==> config.mk <==
export PLATFORM = sky130hd
export DESIGN_NAME = dual_plane_erase
export DESIGN_NICKNAME = d
export VERILOG_FILES = /design/src/rtl/nand_erase_pkg.sv /design/src/rtl/erase_plane_check.sv /design/src/rtl/nand_bus_cycle.sv /design/src/rtl/erase_wait_timer.sv /design/src/rtl/dual_plane_erase.sv
export SDC_FILE = /design/constraint.sdc
export NUM_CORES = 1
export LEC_CHECK = 0
export BUFFER_PORTS_ARGS = -buffer_cell sky130_fd_sc_hd__buf_4
export CORE_AREA = 2 2 114 116
export CTS_BUF_LIST = sky130_fd_sc_hd__clkbuf_4 sky130_fd_sc_hd__clkbuf_8 sky130_fd_sc_hd__clkbuf_16
export CTS_CLUSTER_SIZE = 25
export DETAILED_ROUTE_END_ITERATION = 10
export DIE_AREA = 0 0 116 118
export GPL_TIMING_DRIVEN = 0
export SLEW_MARGIN = 20
export SYNTH_ARGS = -nofsm -noshare
export SYNTH_HDL_FRONTEND = slang
export SYNTH_SLANG_ARGS = --single-unit
==> constraint.sdc <==
create_clock -name clk -period 2.55 [get_ports clk]
set_input_delay 0.255 -clock clk [delete_from_list [all_inputs] [get_ports clk]]
set_output_delay 0.255 -clock clk [all_outputs]
set_load 0.005 [all_outputs]
==> src/rtl/nand_erase_pkg.sv <==
package nand_erase_pkg;

  typedef enum logic [1:0] {BUS_CMD, BUS_ADDR, BUS_READ} bus_kind_e;

  typedef struct packed {
    bus_kind_e  kind;
    logic [7:0] data;
  } bus_item_t;

  localparam logic [7:0] OP_ERASE_SETUP = 8'h60;
  localparam logic [7:0] OP_ERASE_GO    = 8'hD0;
  localparam logic [7:0] OP_STATUS      = 8'h70;

  localparam int ST_READY_BIT = 6;
  localparam int ST_FAIL_BIT  = 0;

  typedef enum logic [2:0] {
    SQ_IDLE, SQ_ISSUE, SQ_WAIT_RB, SQ_ST_CMD, SQ_ST_READ, SQ_FIN
  } seq_state_e;

endpackage

==> src/rtl/erase_plane_check.sv <==
module erase_plane_check #(
  parameter int ROW_W     = 24,
  parameter int PLANE_BIT = 6
) (
  input  logic [ROW_W-1:0] row_a_i,
  input  logic [ROW_W-1:0] row_b_i,
  output logic             planes_ok_o
);

  function automatic logic plane_of(input logic [ROW_W-1:0] row);
    return row[PLANE_BIT];
  endfunction

  assign planes_ok_o = plane_of(row_a_i) != plane_of(row_b_i);

endmodule

==> src/rtl/nand_bus_cycle.sv <==
module nand_bus_cycle
  import nand_erase_pkg::*;
(
  input  logic       clk,
  input  logic       rst_n,
  input  logic       req_i,
  input  bus_item_t  item_i,
  output logic       idle_o,
  output logic       done_o,
  output logic       cle_o,
  output logic       ale_o,
  output logic       we_n_o,
  output logic       re_n_o,
  output logic [7:0] io_o,
  output logic       io_oe_o,
  input  logic [7:0] io_i,
  output logic [7:0] rd_data_o
);

  typedef enum logic [1:0] {PH_IDLE, PH_LOW, PH_HIGH} phase_e;

  phase_e     ph;
  bus_kind_e  kind_q;
  logic [7:0] data_q;
  logic [7:0] rd_q;
  logic       active;

  always_ff @(posedge clk or negedge rst_n) begin
    if (!rst_n) begin
      ph     <= PH_IDLE;
      kind_q <= BUS_CMD;
      data_q <= '0;
      rd_q   <= '0;
    end else begin
      case (ph)
        PH_IDLE: if (req_i) begin
          ph     <= PH_LOW;
          kind_q <= item_i.kind;
          data_q <= item_i.data;
        end
        PH_LOW: begin
          ph <= PH_HIGH;
          if (kind_q == BUS_READ) rd_q <= io_i;
        end
        default: ph <= PH_IDLE;
      endcase
    end
  end

  assign active    = ph != PH_IDLE;
  assign idle_o    = ph == PH_IDLE;
  assign done_o    = ph == PH_HIGH;
  assign cle_o     = active && kind_q == BUS_CMD;
  assign ale_o     = active && kind_q == BUS_ADDR;
  assign we_n_o    = !(ph == PH_LOW && kind_q != BUS_READ);
  assign re_n_o    = !(ph == PH_LOW && kind_q == BUS_READ);
  assign io_oe_o   = active && kind_q != BUS_READ;
  assign io_o      = io_oe_o ? data_q : 8'h00;
  assign rd_data_o = rd_q;

  // latch enables never both high
  a_r1_cle_ale_excl: assert property (@(posedge clk) disable iff (!rst_n)
    !(cle_o && ale_o));
  // no output drive while read strobe is low
  a_r10_no_drive_on_read: assert property (@(posedge clk) disable iff (!rst_n)
    !re_n_o |-> !io_oe_o);
  // write strobe low for exactly one clock
  a_r2_strobe_one_clock: assert property (@(posedge clk) disable iff (!rst_n)
    !we_n_o |=> we_n_o);

endmodule

==> src/rtl/erase_wait_timer.sv <==
module erase_wait_timer #(
  parameter int CNT_W = 16
) (
  input  logic             clk,
  input  logic             rst_n,
  input  logic             clear_i,
  input  logic             run_i,
  input  logic [CNT_W-1:0] limit_i,
  output logic [CNT_W-1:0] count_o,
  output logic             expired_o
);

  logic [CNT_W-1:0] cnt;

  always_ff @(posedge clk or negedge rst_n) begin
    if (!rst_n)                cnt <= '0;
    else if (clear_i)          cnt <= '0;
    else if (run_i && !(&cnt)) cnt <= cnt + 1'b1;
  end

  assign count_o   = cnt;
  assign expired_o = cnt >= limit_i;

  // counter restarts from zero
  a_r7_clear_zero: assert property (@(posedge clk) disable iff (!rst_n)
    clear_i |=> count_o == '0);
  // counter advances one per waiting clock
  a_r7_count_step: assert property (@(posedge clk) disable iff (!rst_n)
    (run_i && !clear_i && !(&count_o)) |=> count_o == $past(count_o) + 1'b1);

endmodule

==> src/rtl/dual_plane_erase.sv <==
module dual_plane_erase
  import nand_erase_pkg::*;
#(
  parameter int ADDR_CYC   = 3,
  parameter int PLANE_BIT  = 6,
  parameter int TMO_W      = 16,
  parameter int BUSY_GUARD = 4
) (
  input  logic                  clk,
  input  logic                  rst_n,
  input  logic                  start_i,
  input  logic [8*ADDR_CYC-1:0] row_a_i,
  input  logic [8*ADDR_CYC-1:0] row_b_i,
  input  logic                  mode_poll_i,
  input  logic [TMO_W-1:0]      timeout_i,
  output logic                  nand_cle_o,
  output logic                  nand_ale_o,
  output logic                  nand_we_n_o,
  output logic                  nand_re_n_o,
  output logic                  nand_ce_n_o,
  output logic [7:0]            nand_io_o,
  output logic                  nand_io_oe_o,
  input  logic [7:0]            nand_io_i,
  input  logic                  nand_rb_n_i,
  output logic                  busy_o,
  output logic                  done_o,
  output logic                  fail_o,
  output logic                  addr_err_o,
  output logic                  tmo_err_o
);

  localparam int ROW_W   = 8 * ADDR_CYC;
  localparam int GRP_LEN = 1 + ADDR_CYC;
  localparam int N_STEPS = 2 * GRP_LEN + 1;
  localparam int STEP_W  = $clog2(N_STEPS + 1);
  localparam logic [TMO_W-1:0] GUARD = TMO_W'(BUSY_GUARD);

  function automatic bus_item_t erase_step(input logic [STEP_W-1:0] idx,
                                           input logic [ROW_W-1:0] ra,
                                           input logic [ROW_W-1:0] rb);
    int unsigned i;
    int unsigned pos;
    logic [ROW_W-1:0] row;
    i = 32'(idx);
    if (i >= N_STEPS - 1) return '{BUS_CMD, OP_ERASE_GO};
    pos = i % GRP_LEN;
    row = (i < GRP_LEN) ? ra : rb;
    if (pos == 0) return '{BUS_CMD, OP_ERASE_SETUP};
    return '{BUS_ADDR, 8'(row >> (8 * (pos - 1)))};
  endfunction

  seq_state_e        st;
  logic [STEP_W-1:0] step;
  logic [ROW_W-1:0]  row_a_q, row_b_q;
  logic              poll_q;
  logic [TMO_W-1:0]  lim_q;
  logic              fail_q, aerr_q, terr_q;

  logic              planes_ok;
  logic              cg_idle, cg_done, cg_req;
  bus_item_t         cg_item;
  logic [7:0]        rd_data;
  logic              tm_clear, tm_run, tm_expired;
  logic [TMO_W-1:0]  tm_count;
  logic              wait_state, abort_now, issue_more;

  erase_plane_check #(.ROW_W(ROW_W), .PLANE_BIT(PLANE_BIT)) u_check (
    .row_a_i     (row_a_i),
    .row_b_i     (row_b_i),
    .planes_ok_o (planes_ok)
  );

  assign wait_state = st == SQ_WAIT_RB || st == SQ_ST_CMD || st == SQ_ST_READ;
  assign tm_clear   = st == SQ_IDLE || st == SQ_ISSUE;
  assign tm_run     = wait_state;
  assign abort_now  = wait_state && tm_expired && (st == SQ_WAIT_RB || cg_idle);
  assign issue_more = st == SQ_ISSUE && step < STEP_W'(N_STEPS);

  erase_wait_timer #(.CNT_W(TMO_W)) u_timer (
    .clk       (clk),
    .rst_n     (rst_n),
    .clear_i   (tm_clear),
    .run_i     (tm_run),
    .limit_i   (lim_q),
    .count_o   (tm_count),
    .expired_o (tm_expired)
  );

  always_comb begin
    cg_item = '{BUS_READ, 8'h00};
    if (st == SQ_ISSUE)       cg_item = erase_step(step, row_a_q, row_b_q);
    else if (st == SQ_ST_CMD) cg_item = '{BUS_CMD, OP_STATUS};
  end

  assign cg_req = cg_idle && !abort_now &&
                  (issue_more || st == SQ_ST_CMD || st == SQ_ST_READ);

  nand_bus_cycle u_bus (
    .clk       (clk),
    .rst_n     (rst_n),
    .req_i     (cg_req),
    .item_i    (cg_item),
    .idle_o    (cg_idle),
    .done_o    (cg_done),
    .cle_o     (nand_cle_o),
    .ale_o     (nand_ale_o),
    .we_n_o    (nand_we_n_o),
    .re_n_o    (nand_re_n_o),
    .io_o      (nand_io_o),
    .io_oe_o   (nand_io_oe_o),
    .io_i      (nand_io_i),
    .rd_data_o (rd_data)
  );

  always_ff @(posedge clk or negedge rst_n) begin
    if (!rst_n) begin
      st      <= SQ_IDLE;
      step    <= '0;
      row_a_q <= '0;
      row_b_q <= '0;
      poll_q  <= 1'b0;
      lim_q   <= '0;
      fail_q  <= 1'b0;
      aerr_q  <= 1'b0;
      terr_q  <= 1'b0;
    end else begin
      case (st)
        SQ_IDLE: if (start_i) begin
          row_a_q <= row_a_i;
          row_b_q <= row_b_i;
          poll_q  <= mode_poll_i;
          lim_q   <= timeout_i;
          fail_q  <= 1'b0;
          terr_q  <= 1'b0;
          step    <= '0;
          aerr_q  <= !planes_ok;
          st      <= planes_ok ? SQ_ISSUE : SQ_FIN;
        end
        SQ_ISSUE: begin
          if (cg_done) step <= step + 1'b1;
          if (cg_idle && step == STEP_W'(N_STEPS))
            st <= poll_q ? SQ_ST_CMD : SQ_WAIT_RB;
        end
        SQ_WAIT_RB: begin
          if (abort_now) begin
            terr_q <= 1'b1;
            st     <= SQ_FIN;
          end else if (tm_count >= GUARD && nand_rb_n_i) begin
            st <= SQ_ST_CMD;
          end
        end
        SQ_ST_CMD: begin
          if (abort_now) begin
            terr_q <= 1'b1;
            st     <= SQ_FIN;
          end else if (cg_done) begin
            st <= SQ_ST_READ;
          end
        end
        SQ_ST_READ: begin
          if (abort_now) begin
            terr_q <= 1'b1;
            st     <= SQ_FIN;
          end else if (cg_done && rd_data[ST_READY_BIT]) begin
            fail_q <= rd_data[ST_FAIL_BIT];
            st     <= SQ_FIN;
          end
        end
        default: st <= SQ_IDLE;
      endcase
    end
  end

  assign nand_ce_n_o = !(st == SQ_ISSUE || wait_state);
  assign busy_o      = st != SQ_IDLE;
  assign done_o      = st == SQ_FIN;
  assign fail_o      = fail_q;
  assign addr_err_o  = aerr_q;
  assign tmo_err_o   = terr_q;

  // same-plane request goes straight to completion with the bus idle
  a_r3_reject_no_bus: assert property (@(posedge clk) disable iff (!rst_n)
    (st == SQ_IDLE && start_i && !planes_ok) |=> (st == SQ_FIN && nand_ce_n_o && cg_idle));
  // completion pulse lasts one clock
  a_r8_done_single: assert property (@(posedge clk) disable iff (!rst_n)
    done_o |=> !done_o);
  // no strobe while waiting on R/B#
  a_r4_quiet_wait: assert property (@(posedge clk) disable iff (!rst_n)
    st == SQ_WAIT_RB |-> (nand_we_n_o && nand_re_n_o));
  // timeout flag only after the wait counter expired
  a_r7_tmo_after_expiry: assert property (@(posedge clk) disable iff (!rst_n)
    $rose(tmo_err_o) |-> $past(tm_expired));

endmodule

==> reports/metrics.yaml, run 1 <==
synth_compound_area_share_pct: 9.456
drt_iter0_drc: 227
syn_area_um2: 5385
fmax_mhz: 421.0
synth_top_area_cell: "dfrtp_1"
finalPower_mw: 7.258
synth_fa_ha_area_share_pct: 4.879
placed_cells: 765
setup_viol: 0
routed_wl_um: 12650
cap_violations: 0
dp.final_hpwl_um: 9140
power_switching_mw: 2.605
hold_viol: 0
drive_gt1_share_pct: 32.18
netSwitchingFraction_pct: 35.89
synth_flop_cell: "dfrtp_1"
synth_nets: 602
worst_setup_path_end_kind: "flop"
ys_seq_area_share_pct: 48.79
p_comb_share_pct: 43.8
grt_pass1_wl_um: 20710
maxSlewHeadroom_pct: 35.88
yosysWarnings: 0
syn_to_final_growth_pct: 22.79
die_area_um2: 13690
netlist_instances: 504
asyncSetResetFlopFracSynth_pct: 100.0
crit_arrival_ns: 2.61
gr-total-overflow: 0
dieHeight_um: 118
die_w_um: 116
finalNetCount: 703
min_period_ns: 2.375
critical_path_class: "reg -> reg"
io_buffers: 89
finalNonFillerCells: 781
io_pins: 96
regArea_um2: 2628
h-tree-depth: 3
vias: 4080
ant_nets: 0
grt_pass1_vias: 4096
clockRootBuffer: "clkbuf_16"
hold_class: "in -> async"
multi_input_area_um2: 2561
globalplace.congestion: 0.8310
synthTopCellsByArea: "dfrtp_1 (49%), mux2_2 (11%), ha_1 (4.9%)"
antenna_found_initial: 0
power_density_nw_per_um2: 1098
yosys.area_share.simple_pct: 14.73
grt_max_degree: 106
synth-edff-count: 0
tritoncts: "yes"
worstPathRequired_ns: 2.79
first_pass_iters: 4
tightest_slew_ns: 0.9619
status: "finished, final reports clean"
synth.avg_cell_area_um2: 10.68
start_util_pct: 43.38
synth_xor_area_share_pct: 2.602
cts_buffers: 9
insertion_delay_ns: 0.35
p_int_mw: 4.653
drc: 0
leakagePower_nw: 2.940
n_fill_cell: 1164
critPathMaxFanout: 5
rsz0062_at_grt: "false"
cp-start-kind: "flop"
avgRoutedWirePerCell_um: 16.19
seqPwrFrac_pct: 36.7
synthDominantCellAreaShare_pct: 48.79
drv_slew: 0
synth_mux_area_share_pct: 15.20
vdd_drop_max_mv: 0.5014
grt_use_total_pct: 19.56
cts_buffer_depth: 2
vias_per_cell: 5.224
cts_sinks: 105
fin_skew_ns: 0.005835
coreArea_um2: 12410
row_count: 41
synth_top_family_by_area: "multiplexers"
yosys_register_bits: 105
fin_crit_sh_pct: 93.14
hold_buffers: 0
fin_setup_tns_ns: 0
yosys.cell_types.count: 51
clockPowerShare_pct: 19.5
n_antenna_cell: 0
cts.clk_slew.worst_paths_ns: 0.07
path summary, 6_finish.rpt:
kind / end / start / cells after the start / slack [ns]
max: u_bus.data_q[6]$_DFFE_PN0P_ / u_timer.count_o[0]$_DFFE_PN0P_ / 8 / 0.17
min: lim_q[7]$_DFFE_PN0P_ / rst_n / 1 / 0.04
max reg2reg: u_bus.data_q[6]$_DFFE_PN0P_ / u_timer.count_o[0]$_DFFE_PN0P_ / 8 / 0.17
min reg2reg: u_bus.ph[1]$_DFFE_PN0P_ / u_bus.ph[1]$_DFFE_PN0P_ / 1 / 0.48
max in group asynchronous: u_bus.data_q[3]$_DFFE_PN0P_ / rst_n / 1 / 1.88
min in group clk: lim_q[1]$_DFFE_PN0P_ / timeout_i[1] / 3 / 0.11
per-layer routing:
| layer | global-route usage (%) | wire length [um] | up-vias | share of wire (%) |
|---|---|---|---|---|
| met2 | 29.53 | 5928 | 79 | 47 |
| met5 | 0 | 0 | - | 0 |
| met3 | 2.781 | 511 | 13 | 4.0 |
| met1 | 28.26 | 6002 | 2020 | 47 |
| met4 | 7.887 | 204 | 0 | 1.6 |
| li1 | - | - | 1968 | - |
power by group through the flow:
stage	registers, mW	logic [mW]	clock network [mW]
detailed placement	2.70	3.18	0
global route	2.74	3.53	1.53
floorplan	2.58	2.32	0
CTS	2.66	3.21	1.45
global placement	2.67	3.11	0
finish	2.66	3.18	1.42
cell usage after synthesis (3+ instances only):
library cell and instances:
mux4_2 7, nor4_1 5, nor3_1 10, clkbuf_1 8, mux2_2 52, nand4_1 8, buf_2 10, inv_1 28
nor2b_1 7, nand2_1 52, mux2i_1 3, dfrtp_1 105, nand3_1 10, xnor2_1 14, buf_4 3, or2_2 3
nor2_1 41, mux2_4 3, nand2b_1 7, and2_1 9, a311oi_1 3, a21oi_1 23, o21ai_0 31, ha_1 21
o41ai_1 6
logic make-up after synthesis:
group,after synthesis
mux,65
flops,105
buf+inv,52
compound gates,81
simple gates,164
xor+xnor,16
fa+ha+maj,21
critical path, cell delays in order (launching register included):
cell and delay, ns:
dfrtp_1 0.41, inv_1 0.09, ha_1 0.27, nand2b_1 0.15
a2111o_1 0.42, o2111ai_2 0.19, a31oi_4 0.22, nor2_4 0.20
mux2_4 0.31
timing repair:
action,CTS,global route
resized for setup,1,5
setup buffers,0,1
pin swaps,0,1
endpoints found under the setup margin,1,14
cloned,0,1
metrics by stage:
step / hold WS (ns) / area [um2] / utilization, % / worst slack [ns]
after floorplan: -0.04059 / 5385 / - / 0.3649
after CTS: 0.08055 / 6571 / 52.93 / 0.03994
final: 0.04114 / 6613 / 53.27 / 0.1749
after global routing: 0.1070 / 6613 / 53.27 / 0.02479
after detailed placement: 0.4572 / 6272 / 50.52 / 0.05926
after global placement: 0.4543 / 6269 / 50.49 / 0.09236
cell type report:
type,count,area share [%]
plain buffers,23,1.911
well taps,172,3.254
inverters,28,1.589
clock inverters,6,1.097
multi-input cells,348,38.73
clock buffers,9,3.406
repair buffers,90,10.27
flip-flops and latches,105,39.74
state kept, by name, summed over array words and instances, names as in the netlist, 2 cells and up:
signal,cells
row_b_q,24
row_a_q,24
lim_q,16
u_bus.rd_data_o,2
u_bus.kind_q,2
u_bus.data_q,8
st,3
step,4
u_bus.ph,2
u_timer.count_o,16
placed cells by master (no fill, tap or decap), types with 3 or more instances in the layout:
master / netlist / final
o21ai_0: 31 / 31
inv_6: 0 / 4
nand2_1: 52 / 52
o41ai_1: 6 / 6
mux4_2: 7 / 7
clkbuf_16: 0 / 9
mux2_2: 52 / 52
dfrtp_1: 105 / 105
nand4_1: 8 / 8
a311oi_1: 3 / 3
nor2b_1: 7 / 7
clkbuf_1: 8 / 6
ha_1: 21 / 21
buf_4: 3 / 92
mux2_4: 3 / 3
nor4_1: 5 / 4
nor2_1: 41 / 40
a21oi_1: 23 / 23
or2_2: 3 / 3
and2_1: 9 / 9
xnor2_1: 14 / 14
buf_6: 2 / 3
nor3_1: 10 / 10
buf_2: 10 / 10
nand3_1: 10 / 10
mux2i_1: 3 / 3
nand2b_1: 7 / 7
inv_1: 28 / 28
Power figures use the tool's default switching activity.
==> run 2: changes to the inputs <==
Settings changed: ABC_AREA from default to 1, CORE_AREA 2 2 114 116 to 2 2 116 118, DIE_AREA 0 0 116 118 to 0 0 118 120.
==> run 2 against run 1 <==
Against the previous run: the flow now finishes with violations (negative hold slack); critical path depth grew 2; register-to-register slack gained 0.17 ns; final cell count grew 28%; non-clock buffer count shrank 3; cell area grew 2.0%; total power shrank 6.7%; first-iteration DRC count grew 17%; sequential power shrank 2%; clock-buffer cell count grew 1; die area grew 3.4%; via count grew 23%; clock skew shrank 0.00056 ns; largest power group unchanged.
==> reports/metrics.yaml, run 2 <==
final_cell_mix: "nand2_1 (231), dfrtp_1 (105), buf_4 (88)"
post_cts_buffers: 0  # unchanged
synth_nets: 820  # +36%
syn_area_um2: 5554  # +3.1%
regArea_um2: 2628  # unchanged
synth_top_area_cell: "dfrtp_1"
maxSlewHeadroom_pct: 34.14  # -1.7 points
hold_class: "in -> async"
io_pins: 96  # unchanged
cap_violations: 0  # unchanged
fmax_mhz: 454.1  # +7.9%
dp.final_hpwl_um: 11030  # +21%
hold_viol: 13  # +13
drv_slew: 0  # unchanged
gr-total-overflow: 0  # unchanged
fin_skew_ns: 0.005272  # -0.0005635 ns
placed_cells: 987  # +29%
violations: "negative hold slack"
yosys.cell_types.count: 36  # -29%
vias_per_cell: 5.012  # -4.1%
setup_viol: 0  # unchanged
synth-edff-count: 0  # unchanged
insertion_delay_ns: 0.36  # about the same
antenna_found_initial: 0  # unchanged
critical_path_class: "reg -> reg"
io_buffers: 89  # unchanged
netlist_instances: 722  # +43%
start_util_pct: 42.79  # -0.59 points
die_area_um2: 14160  # +3.4%
worstPathRequired_ns: 2.84  # +0.05 ns
critPathMaxFanout: 10  # +5
drt_iter0_drc: 266  # +17%
hold_buffers: 0  # unchanged
cts.clk_slew.worst_paths_ns: 0.07  # about the same
syn_to_final_growth_pct: 21.45
finalNetCount: 919  # +31%
vias: 5022  # +23%
min_period_ns: 2.202  # -0.1732 ns
synth_most_common_cell: "nand2_1"
coreArea_um2: 12980  # +4.6%
first_pass_iters: 4  # unchanged
synthTopCellsByCount: "nand2_1 (231), dfrtp_1 (105), inv_1 (81), o21ai_0 (63), nor2_1 (49)"
ys_seq_area_share_pct: 47.31  # -1.5 points
grt_pass1_vias: 4909  # +20%
power_density_nw_per_um2: 1004  # -8.5%
cts_buffer_depth: 2  # unchanged
grt_use_total_pct: 22.07  # +2.5 points
leakagePower_nw: 3.418  # +16%
holdWs_ns: -0.03965  # -0.08079 ns
vdd_drop_max_mv: 0.4311  # -14%
worstReg2RegEnd: "u_bus.data_q[5]$_DFFE_PN0P_"
clockRootBuffer: "clkbuf_16"
synthTopCellsByArea: "dfrtp_1 (47%), nand2_1 (16%), o21ai_0 (5.7%)"
slowest_stage: "ha_2"
cts_buffers: 9  # unchanged
crit_arrival_ns: 2.49  # -0.12 ns
asyncSetResetFlopFracSynth_pct: 100.0  # unchanged
tightest_slew_ns: 0.9879  # +0.02608 ns
finalNonFillerCells: 1002  # +28%
status: "finished, violations left"
rrSetupSlack_ns: 0.35  # +0.17 ns
grt_pass1_wl_um: 24550  # +19%
r2r-start: "step[0]$_DFFE_PN0P_"
tritoncts: "yes"
worstPathCellList: "inv_1 -> ha_2 -> inv_1 -> a21oi_1 -> o21ai_0 -> o21ai_0 -> nand2_1 -> nand3_1 -> a21oi_1 -> o21ai_1"
cts_sinks: 105  # unchanged
synth.avg_cell_area_um2: 7.693  # -28%
ant_nets: 0  # unchanged
cts_resized: 0  # -1
fin_crit_sh_pct: 86.35  # -6.8 points
avgRoutedWirePerCell_um: 14.63  # -9.7%
worst_setup_path_end_kind: "flop"
row_count: 42  # +2.4%
h-tree-depth: 3  # unchanged
drc: 0  # unchanged
setup.worst_path.start: "step[0]$_DFFE_PN0P_"
globalplace.congestion: 0.8958  # +7.8%
yosys_register_bits: 105  # unchanged
synthDominantCellAreaShare_pct: 47.31  # -1.5 points
reg2regPathDepth: 10  # +2
dieHeight_um: 120  # +1.7%
die_w_um: 118  # +1.7%
n_antenna_cell: 0  # unchanged
slowest_delay_ns: 0.48  # +0.06 ns
reg.largest.list: "row_a_q: 24 flops, row_b_q: 24 flops"
n_fill_cell: 1293  # +11%
multi_input_area_um2: 2480  # -3.2%
yosysWarnings: 0  # unchanged
grt_max_degree: 106  # unchanged
synth_flop_cell: "dfrtp_1"
routed_wl_um: 14660  # +16%
final_common_cell: "nand2_1"
rsz0062_at_grt: "false"
cp-start-kind: "flop"
drive_gt1_share_pct: 17.80  # -14 points
fin_setup_tns_ns: 0  # unchanged
[run 2: cell types whose count changed in the layout (fill, tap and decap cells not counted), moves of 8 or more]
cell,change
inv_2,+8
nor2_1,+9
xnor2_1,-14
mux2_2,-51
inv_1,+53
and2_1,-9
o21ai_0,+32
a21oi_1,+8
nand2_1,+179
nand3_1,+22
o21ai_1,+18
[run 2: critical path, delay by kind of cell, from the launching register on]
kind	cells	cell delay, ns
AOI/OAI and AO/OA	5	0.58
adders and majority gates	1	0.48
DFF	1	0.45
buffers and inverters	2	0.39
and+or+nand+nor	2	0.23
[run 2: kinds of logic (layout without fill, tap and decap cells)]
group | count (synthesis) | after routing | synth area share (%)
xor gates and xnor gates | 4 | 4 | 0.6307
muxes | 1 | 1 | 0.2027
and+or+nand+nor | 356 | 356 | 27.46
adders and majority gates | 21 | 21 | 4.731
DFF | 105 | 105 | 47.31
buffers and inverters | 113 | 217 | 8.088
AOI/OAI and AO/OA | 122 | 122 | 11.58
[run 2: cell type report]
cell class                      count  share of cell area (%)
Sequential cell                   105                   38.95
Clock inverter                      6                   1.002
Inverter                           91                   5.175
Clock buffer                       10                   3.450
Tap cell                          176                   3.265
Timing Repair Buffer               89                   9.961
Buffer                             21                   1.428
Multi-Input combinational cell    504                   36.76
[run 2: stage by stage]
step                      setup WS [ns]  hold slack [ns]  total power [mW]  utilization, %  cell area, um2
after floorplan                  0.7656         -0.04059             4.450               -            5554
after global placement           0.1471           0.4522             5.288           49.63            6442
after detailed placement        0.06035           0.4522             5.379           49.66            6446
after CTS                       0.03518          0.07488             6.809           51.98            6746
after global routing             0.1062          0.08527             7.366           51.97            6745
final                            0.3481         -0.03965             6.773           51.97            6745
[run 2: where the power goes]
group          leakage (nW)  internal (mW)  switching [mW]  total (mW)
logic                  1.93          0.946            1.80        2.74
registers              1.35           2.27           0.332        2.61
clock network         0.142          0.776           0.648        1.42
total                  3.42           4.00            2.78        6.77
[run 2: worst max-delay path by stage]
| stage | to | slack (ns) | depth (start not counted) |
|---|---|---|---|
| CTS | u_bus.data_q[5]$_DFFE_PN0P_ | 0.04 | 11 |
| floorplan | u_bus.data_q[5]$_DFFE_PN0P_ | 0.77 | 11 |
| global placement | u_bus.data_q[5]$_DFFE_PN0P_ | 0.15 | 11 |
| finish | u_bus.data_q[5]$_DFFE_PN0P_ | 0.35 | 10 |
| global route | u_bus.data_q[5]$_DFFE_PN0P_ | 0.11 | 10 |
| detailed placement | u_bus.data_q[5]$_DFFE_PN0P_ | 0.06 | 11 |
[run 2: routing by layer]
layer	up-vias	GRT usage [%]	routed length, um
met3	16	3.327	772
met5	-	0	0
met1	2369	29.96	6689
met2	131	35.65	6873
li1	2506	-	-
met4	0	8.810	321
